## config.mk

```make
export PLATFORM = sky130hd
export DESIGN_NAME = irq_gather
export DESIGN_NICKNAME = d
export VERILOG_FILES = /design/src/rtl/irqa_pkg.sv /design/src/rtl/irqa_sync.sv /design/src/rtl/irqa_edge.sv /design/src/rtl/irqa_launch.sv /design/src/rtl/irq_gather.sv
export SDC_FILE = /design/constraint.sdc
export NUM_CORES = 1
export LEC_CHECK = 0
export CAP_MARGIN = 40
export CORE_UTILIZATION = 40
export DETAILED_ROUTE_END_ITERATION = 16
export GPL_TIMING_DRIVEN = 0
export PLACE_DENSITY = 0.66
export SLEW_MARGIN = 5
export SYNTH_ARGS = -nofsm -noshare
export SYNTH_HDL_FRONTEND = slang
export SYNTH_SLANG_ARGS = --single-unit
```

## constraint.sdc

```tcl
create_clock -name clk -period 2.18 [get_ports clk]
set_input_delay 0.327 -clock clk [delete_from_list [all_inputs] [get_ports clk]]
set_output_delay 0.327 -clock clk [all_outputs]
set_load 0.02 [all_outputs]
```

## src/rtl/irqa_pkg.sv

```systemverilog
package irqa_pkg;
    typedef enum logic [2:0] {
        RA_MASK  = 3'd0,
        RA_REQ   = 3'd1,
        RA_PEND  = 3'd2,
        RA_LEVEL = 3'd3,
        RA_TGT   = 3'd4
    } reg_ofs_e;
endpackage

```

## src/rtl/irqa_sync.sv

```systemverilog
module irqa_sync #(
    parameter int W      = 11,
    parameter int STAGES = 2
) (
    input  logic         clk,
    input  logic         rst_n,
    input  logic [W-1:0] raw_i,
    output logic [W-1:0] lvl_o
);
    logic [STAGES-1:0][W-1:0] stg_d, stg_q;

    always_comb begin
        stg_d[0] = raw_i;
        for (int i = 1; i < STAGES; i++) stg_d[i] = stg_q[i-1];
    end

    always_ff @(posedge clk or negedge rst_n) begin
        if (!rst_n) stg_q <= '0;
        else        stg_q <= stg_d;
    end

    assign lvl_o = stg_q[STAGES-1];

    p_sync_shift_r1: assert property (@(posedge clk) disable iff (!rst_n)
        lvl_o == $past(stg_q[STAGES-2]));
endmodule

```

## src/rtl/irqa_edge.sv

```systemverilog
module irqa_edge #(
    parameter int W = 11
) (
    input  logic         clk,
    input  logic         rst_n,
    input  logic [W-1:0] lvl_i,
    output logic [W-1:0] chg_o
);
    logic [W-1:0] prev_d, prev_q;

    always_comb prev_d = lvl_i;

    always_ff @(posedge clk or negedge rst_n) begin
        if (!rst_n) prev_q <= '0;
        else        prev_q <= prev_d;
    end

    assign chg_o = lvl_i ^ prev_q;
endmodule

```

## src/rtl/irqa_launch.sv

```systemverilog
module irqa_launch #(
    parameter int AW = 32,
    parameter int DW = 5
) (
    input  logic          clk,
    input  logic          rst_n,
    input  logic          trig_i,
    input  logic [AW-1:0] tgt_i,
    output logic          up_valid,
    input  logic          up_ready,
    output logic [AW-1:0] up_addr,
    output logic [AW-1:0] up_data
);
    typedef struct packed {
        logic          valid;
        logic          again;
        logic [AW-1:0] addr;
        logic [AW-1:0] data;
    } st_t;

    st_t st_d, st_q;
    logic load;

    always_comb begin
        st_d = st_q;
        load = 1'b0;
        if (!st_q.valid) begin
            if (trig_i) begin
                st_d.valid = 1'b1;
                load       = 1'b1;
            end
        end else if (up_ready) begin
            st_d.valid = st_q.again | trig_i;
            st_d.again = 1'b0;
            load       = st_d.valid;
        end else begin
            st_d.again = st_q.again | trig_i;
        end
        if (load) begin
            st_d.addr = {tgt_i[AW-1:DW], {DW{1'b0}}};
            st_d.data = {{(AW-DW){1'b0}}, tgt_i[DW-1:0]};
        end
    end

    always_ff @(posedge clk or negedge rst_n) begin
        if (!rst_n) st_q <= '0;
        else        st_q <= st_d;
    end

    assign up_valid = st_q.valid;
    assign up_addr  = st_q.addr;
    assign up_data  = st_q.data;

    p_issue_r3: assert property (@(posedge clk) disable iff (!rst_n)
        (trig_i && !up_valid) |=> up_valid);

    p_hold_r7: assert property (@(posedge clk) disable iff (!rst_n)
        (up_valid && !up_ready) |=> (up_valid && $stable(up_addr) && $stable(up_data)));

    p_no_valid_r9: assert property (@(posedge clk) disable iff (!rst_n)
        $rose(up_valid) |-> $past(trig_i));
endmodule

```

## src/rtl/irq_gather.sv

```systemverilog
module irq_gather
    import irqa_pkg::*;
#(
    parameter int          N_LINES = 11,
    parameter logic [10:0] IMPL    = 11'h5FF,
    parameter int          AW      = 32,
    parameter int          DW      = 5
) (
    input  logic               clk,
    input  logic               rst_n,
    input  logic [N_LINES-1:0] irq_in,
    input  logic               reg_wr,
    input  logic               reg_rd,
    input  logic [2:0]         reg_addr,
    input  logic [AW-1:0]      reg_wdata,
    output logic [AW-1:0]      reg_rdata,
    output logic               up_valid,
    input  logic               up_ready,
    output logic [AW-1:0]      up_addr,
    output logic [AW-1:0]      up_data
);
    localparam logic [N_LINES-1:0] IMPL_M = N_LINES'(IMPL);

    typedef struct packed {
        logic [N_LINES-1:0] mask;
        logic [N_LINES-1:0] req;
        logic [N_LINES-1:0] pend;
        logic [AW-1:0]      tgt;
    } regs_t;

    regs_t r_d, r_q;
    logic [N_LINES-1:0] lvl, chg, ev;
    logic trig;

    irqa_sync #(.W(N_LINES), .STAGES(2)) u_sync (
        .clk(clk), .rst_n(rst_n), .raw_i(irq_in), .lvl_o(lvl));

    irqa_edge #(.W(N_LINES)) u_edge (
        .clk(clk), .rst_n(rst_n), .lvl_i(lvl), .chg_o(chg));

    assign ev   = chg & r_q.mask & IMPL_M;
    assign trig = |ev;

    always_comb begin
        r_d = r_q;
        if (reg_wr) begin
            case (reg_addr)
                RA_MASK: r_d.mask = reg_wdata[N_LINES-1:0];
                RA_TGT:  r_d.tgt  = reg_wdata;
                default: ;
            endcase
        end
        if (reg_rd && reg_addr == RA_REQ)  r_d.req  = '0;
        if (reg_rd && reg_addr == RA_PEND) r_d.pend = '0;
        r_d.req  = r_d.req | ev;
        r_d.pend = r_d.pend | chg;
    end

    always_ff @(posedge clk or negedge rst_n) begin
        if (!rst_n) r_q <= '0;
        else        r_q <= r_d;
    end

    always_comb begin
        reg_rdata = '0;
        if (reg_rd) begin
            case (reg_addr)
                RA_MASK:  reg_rdata[N_LINES-1:0] = r_q.mask;
                RA_REQ:   reg_rdata[N_LINES-1:0] = r_q.req;
                RA_PEND:  reg_rdata[N_LINES-1:0] = r_q.pend;
                RA_LEVEL: reg_rdata[N_LINES-1:0] = lvl;
                RA_TGT:   reg_rdata              = r_q.tgt;
                default:  reg_rdata              = '0;
            endcase
        end
    end

    irqa_launch #(.AW(AW), .DW(DW)) u_launch (
        .clk(clk), .rst_n(rst_n), .trig_i(trig), .tgt_i(r_q.tgt),
        .up_valid(up_valid), .up_ready(up_ready),
        .up_addr(up_addr), .up_data(up_data));

    p_unimpl_r2: assert property (@(posedge clk) disable iff (!rst_n)
        (reg_rd && reg_addr == RA_REQ) |-> ((reg_rdata[N_LINES-1:0] & ~IMPL_M) == '0));

    p_rdclr_r5: assert property (@(posedge clk) disable iff (!rst_n)
        (reg_rd && reg_addr == RA_REQ) |=> ((r_q.req & ~$past(ev)) == '0));

    p_masked_quiet_r10: assert property (@(posedge clk) disable iff (!rst_n)
        ((chg & r_q.mask) == '0) |=> ((r_q.req & ~$past(r_q.req)) == '0));
endmodule

```

==> results.json <==
{
  "status": "complete, no violations",
  "async_flop_share_pct": 100,
  "io_buffers": 112,
  "synth_warnings": 0,
  "endpoint_kind": "output pin",
  "cts_max_level": 4,
  "cts_buffer_depth": 2,
  "io_pins": 148,
  "synth-edff-count": 0,
  "drt-pass1-iter-count": 5,
  "ys_top_cells_by_count": "dfrtp_1, mux2_2, buf_4",
  "drtIter0Drc": 233,
  "finalMaxSlewViolations": 0,
  "worst_slew_pin_slew_ps": 790,
  "synth_ff_type": "dfrtp_1",
  "coreArea_mm2": 0.0139,
  "setup_tns_ps": 0,
  "ant_nets": 0,
  "die-area_mm2": 0.0147,
  "cts_buffers": 17,
  "wirelength_mm": 12.6,
  "final_nets": 654,
  "crit_fanout": 10,
  "yosys.area.top_type": "dfrtp_1",
  "grtUsageTotal_pct": 18.4,
  "drive_above_1_share_pct": 34.6,
  "core.rowCount": 43,
  "grt_pass1_wl_mm": 20.1,
  "power.total_w": 0.00831,
  "grt_overflow": 0,
  "finalHoldViolations": 0,
  "slowest_stage": "clkdlybuf4s50_1",
  "whs_ps": 344,
  "path_cells": "clkdlybuf4s50_1, and3b_1, clkbuf_4, and2_1, dlygate4sd2_1",
  "crit_path_max_incr_delay_ps": 530,
  "chipWidth_um": 121,
  "clk_latency_ps": 410,
  "fp.dieH_um": 121,
  "ir_drop_v": 0.000601,
  "path_class": "in2out",
  "fin_skew_ps": 6.51,
  "grt_pass1_vias": 3828,
  "synth_most_common_cell": "dfrtp_1",
  "yosys-top-cells-area": "dfrtp_1, mux2_2, buf_4, a22oi_1, and2_1",
  "hpwl_mm": 8.67,
  "period_share_pct": 95.9,
  "grt_antenna_before_repair": 0,
  "yosys.area.top_type_share_pct": 57.5,
  "diodes": 0,
  "syn_area_mm2": 0.00570,
  "post-route-drc-count": 0,
  "clock-root-buffer": "clkbuf_16",
  "initial_core_util_pct": 41.1,
  "vias_per_cell": 4.73,
  "maxCapViolations": 0,
  "cts_tree": "yes",
  "crit_arrival_ps": 1760,
  "startpoint_type": "primary input",
  "cp_data_required_time_ps": 1850,
  "synth_area_per_cell_um2": 13.0,
  "slew_headroom_pct": 47.4,
  "synth_cell_types": 33,
  "fmax_mhz": 479,
  "cellLeakagePower_nw": 3.56,
  "powerDensity_mw_per_mm2": 1060,
  "path_clk_slew_ps": 50,
  "period_minus_slack_ps": 2090,
  "via_count": 3764,
  "synth-seq-cells": 131,
  "routedWlPerCell_um": 15.8,
  "setup_viol": 0,
  "yosysSeqAreaShare_pct": 57.5,
  "gp_congestion": 0.786,
  "clock_sinks": 131,
  "grt_max_degree": 75,
  "finish.utilization_pct": 56.4,
  "fillers": 1139,
  "area_delta_synth_final_pct": 37.3,
  "netlist_instances": 438,
  "holdCritPathClass": "reg2reg",
  "rsz0062_at_grt": "false"
}
routing by layer:
layer	GRT usage, %	routed length, um
met5	0	0
met1	23.2	5360
met2	29.9	6090
met4	7.18	174
met3	5.36	993
cells by family after synthesis:
kind of cell / after synthesis / synth area share (%)
buffers and inverters: 87 / 10.4
flip-flops: 131 / 57.5
multiplexers: 86 / 17.0
other: 1 / 0.0658
AO/OA/AOI/OAI: 52 / 7.07
AND/OR/NAND/NOR: 70 / 6.28
XOR/XNOR: 11 / 1.69
worst max-delay path, delay by kind of cell:
| kind | cells | cell delay, ps |
|---|---|---|
| simple gates | 2 | 360 |
| buf+inv | 3 | 1070 |
what timing repair did:
action	CTS	global route
pin swaps	0	1
gates resized for setup	49	40
setup endpoints to repair	32	57
buffers inserted	0	1
cloned	0	0
hold buffers	1	0
hold endpoints to repair	57	0
layout make-up:
class,instances,area (um2),share of cell area (%)
multi-input cells,251,1960,25.0
flip-flops and latches,131,3280,41.9
clock inverters,10,154,1.97
repair buffers,115,1110,14.2
inverters,1,3.75,0.0480
clock buffers,22,474,6.06
well taps,180,225,2.88
plain buffers,86,621,7.93
final timing paths:
| kind | end | slack [ps] | cells after the start | startpoint |
|---|---|---|---|---|
| worst max-delay path | reg_rdata[26] | 90 | 5 | reg_rd |
| worst min-delay path | u_sync.lvl_o[2]$_DFF_PN0_ | 340 | 0 | u_sync.stg_d[13]$_DFF_PN0_ |
| worst max register to register | u_launch.up_addr[17]$_DFFE_PN0P_ | 110 | 6 | u_sync.lvl_o[0]$_DFF_PN0_ |
| worst min register to register | u_sync.lvl_o[2]$_DFF_PN0_ | 340 | 0 | u_sync.stg_d[13]$_DFF_PN0_ |
| max in group asynchronous | r_q[32]$_DFF_PN0_ | 990 | 3 | rst_n |
| min in group asynchronous | u_launch.up_addr[27]$_DFFE_PN0P_ | 450 | 2 | rst_n |
metrics by stage:
step,std cells,worst slack [ps],cell area (um2)
4_1_cts,795,17.0,7820
2_1_floorplan,469,238,5820
5_1_grt,796,0.733,7830
3_3_place_gp,761,-4250,7160
6_report,796,90.2,7830
3_5_place_dp,762,-805,7190
registers in the layout, summed over array words and instances, names as in the netlist:
name	cells
r_q	64
u_edge.prev_q	11
u_launch.up_data	5
u_launch.up_valid	1
u_sync.lvl_o	11
u_sync.stg_d	11
u_launch.st_q	1
u_launch.up_addr	27
cell usage in the layout, fill, tap and decap left out, types with 12 or more instances in the layout:
master / synthesis / routed
and2_1: 22 / 22
nor2_1: 13 / 12
buf_4: 64 / 65
clkbuf_16: 0 / 17
clkdlybuf4s15_1: 0 / 16
clkdlybuf4s50_1: 0 / 79
nand2_1: 22 / 22
mux2_2: 84 / 84
a22oi_1: 23 / 22
conb_1: 1 / 32
dfrtp_1: 131 / 131
clkbuf_2: 0 / 13
power by group:
part | internal, W | switching (W) | total [W] | leakage, nW
clock | 0.00199 | 0.000991 | 0.00299 | 0.314
combinational | 0.00123 | 0.000884 | 0.00211 | 1.74
sequential | 0.00292 | 0.000301 | 0.00322 | 1.51
(Power assumes the default switching activity.)
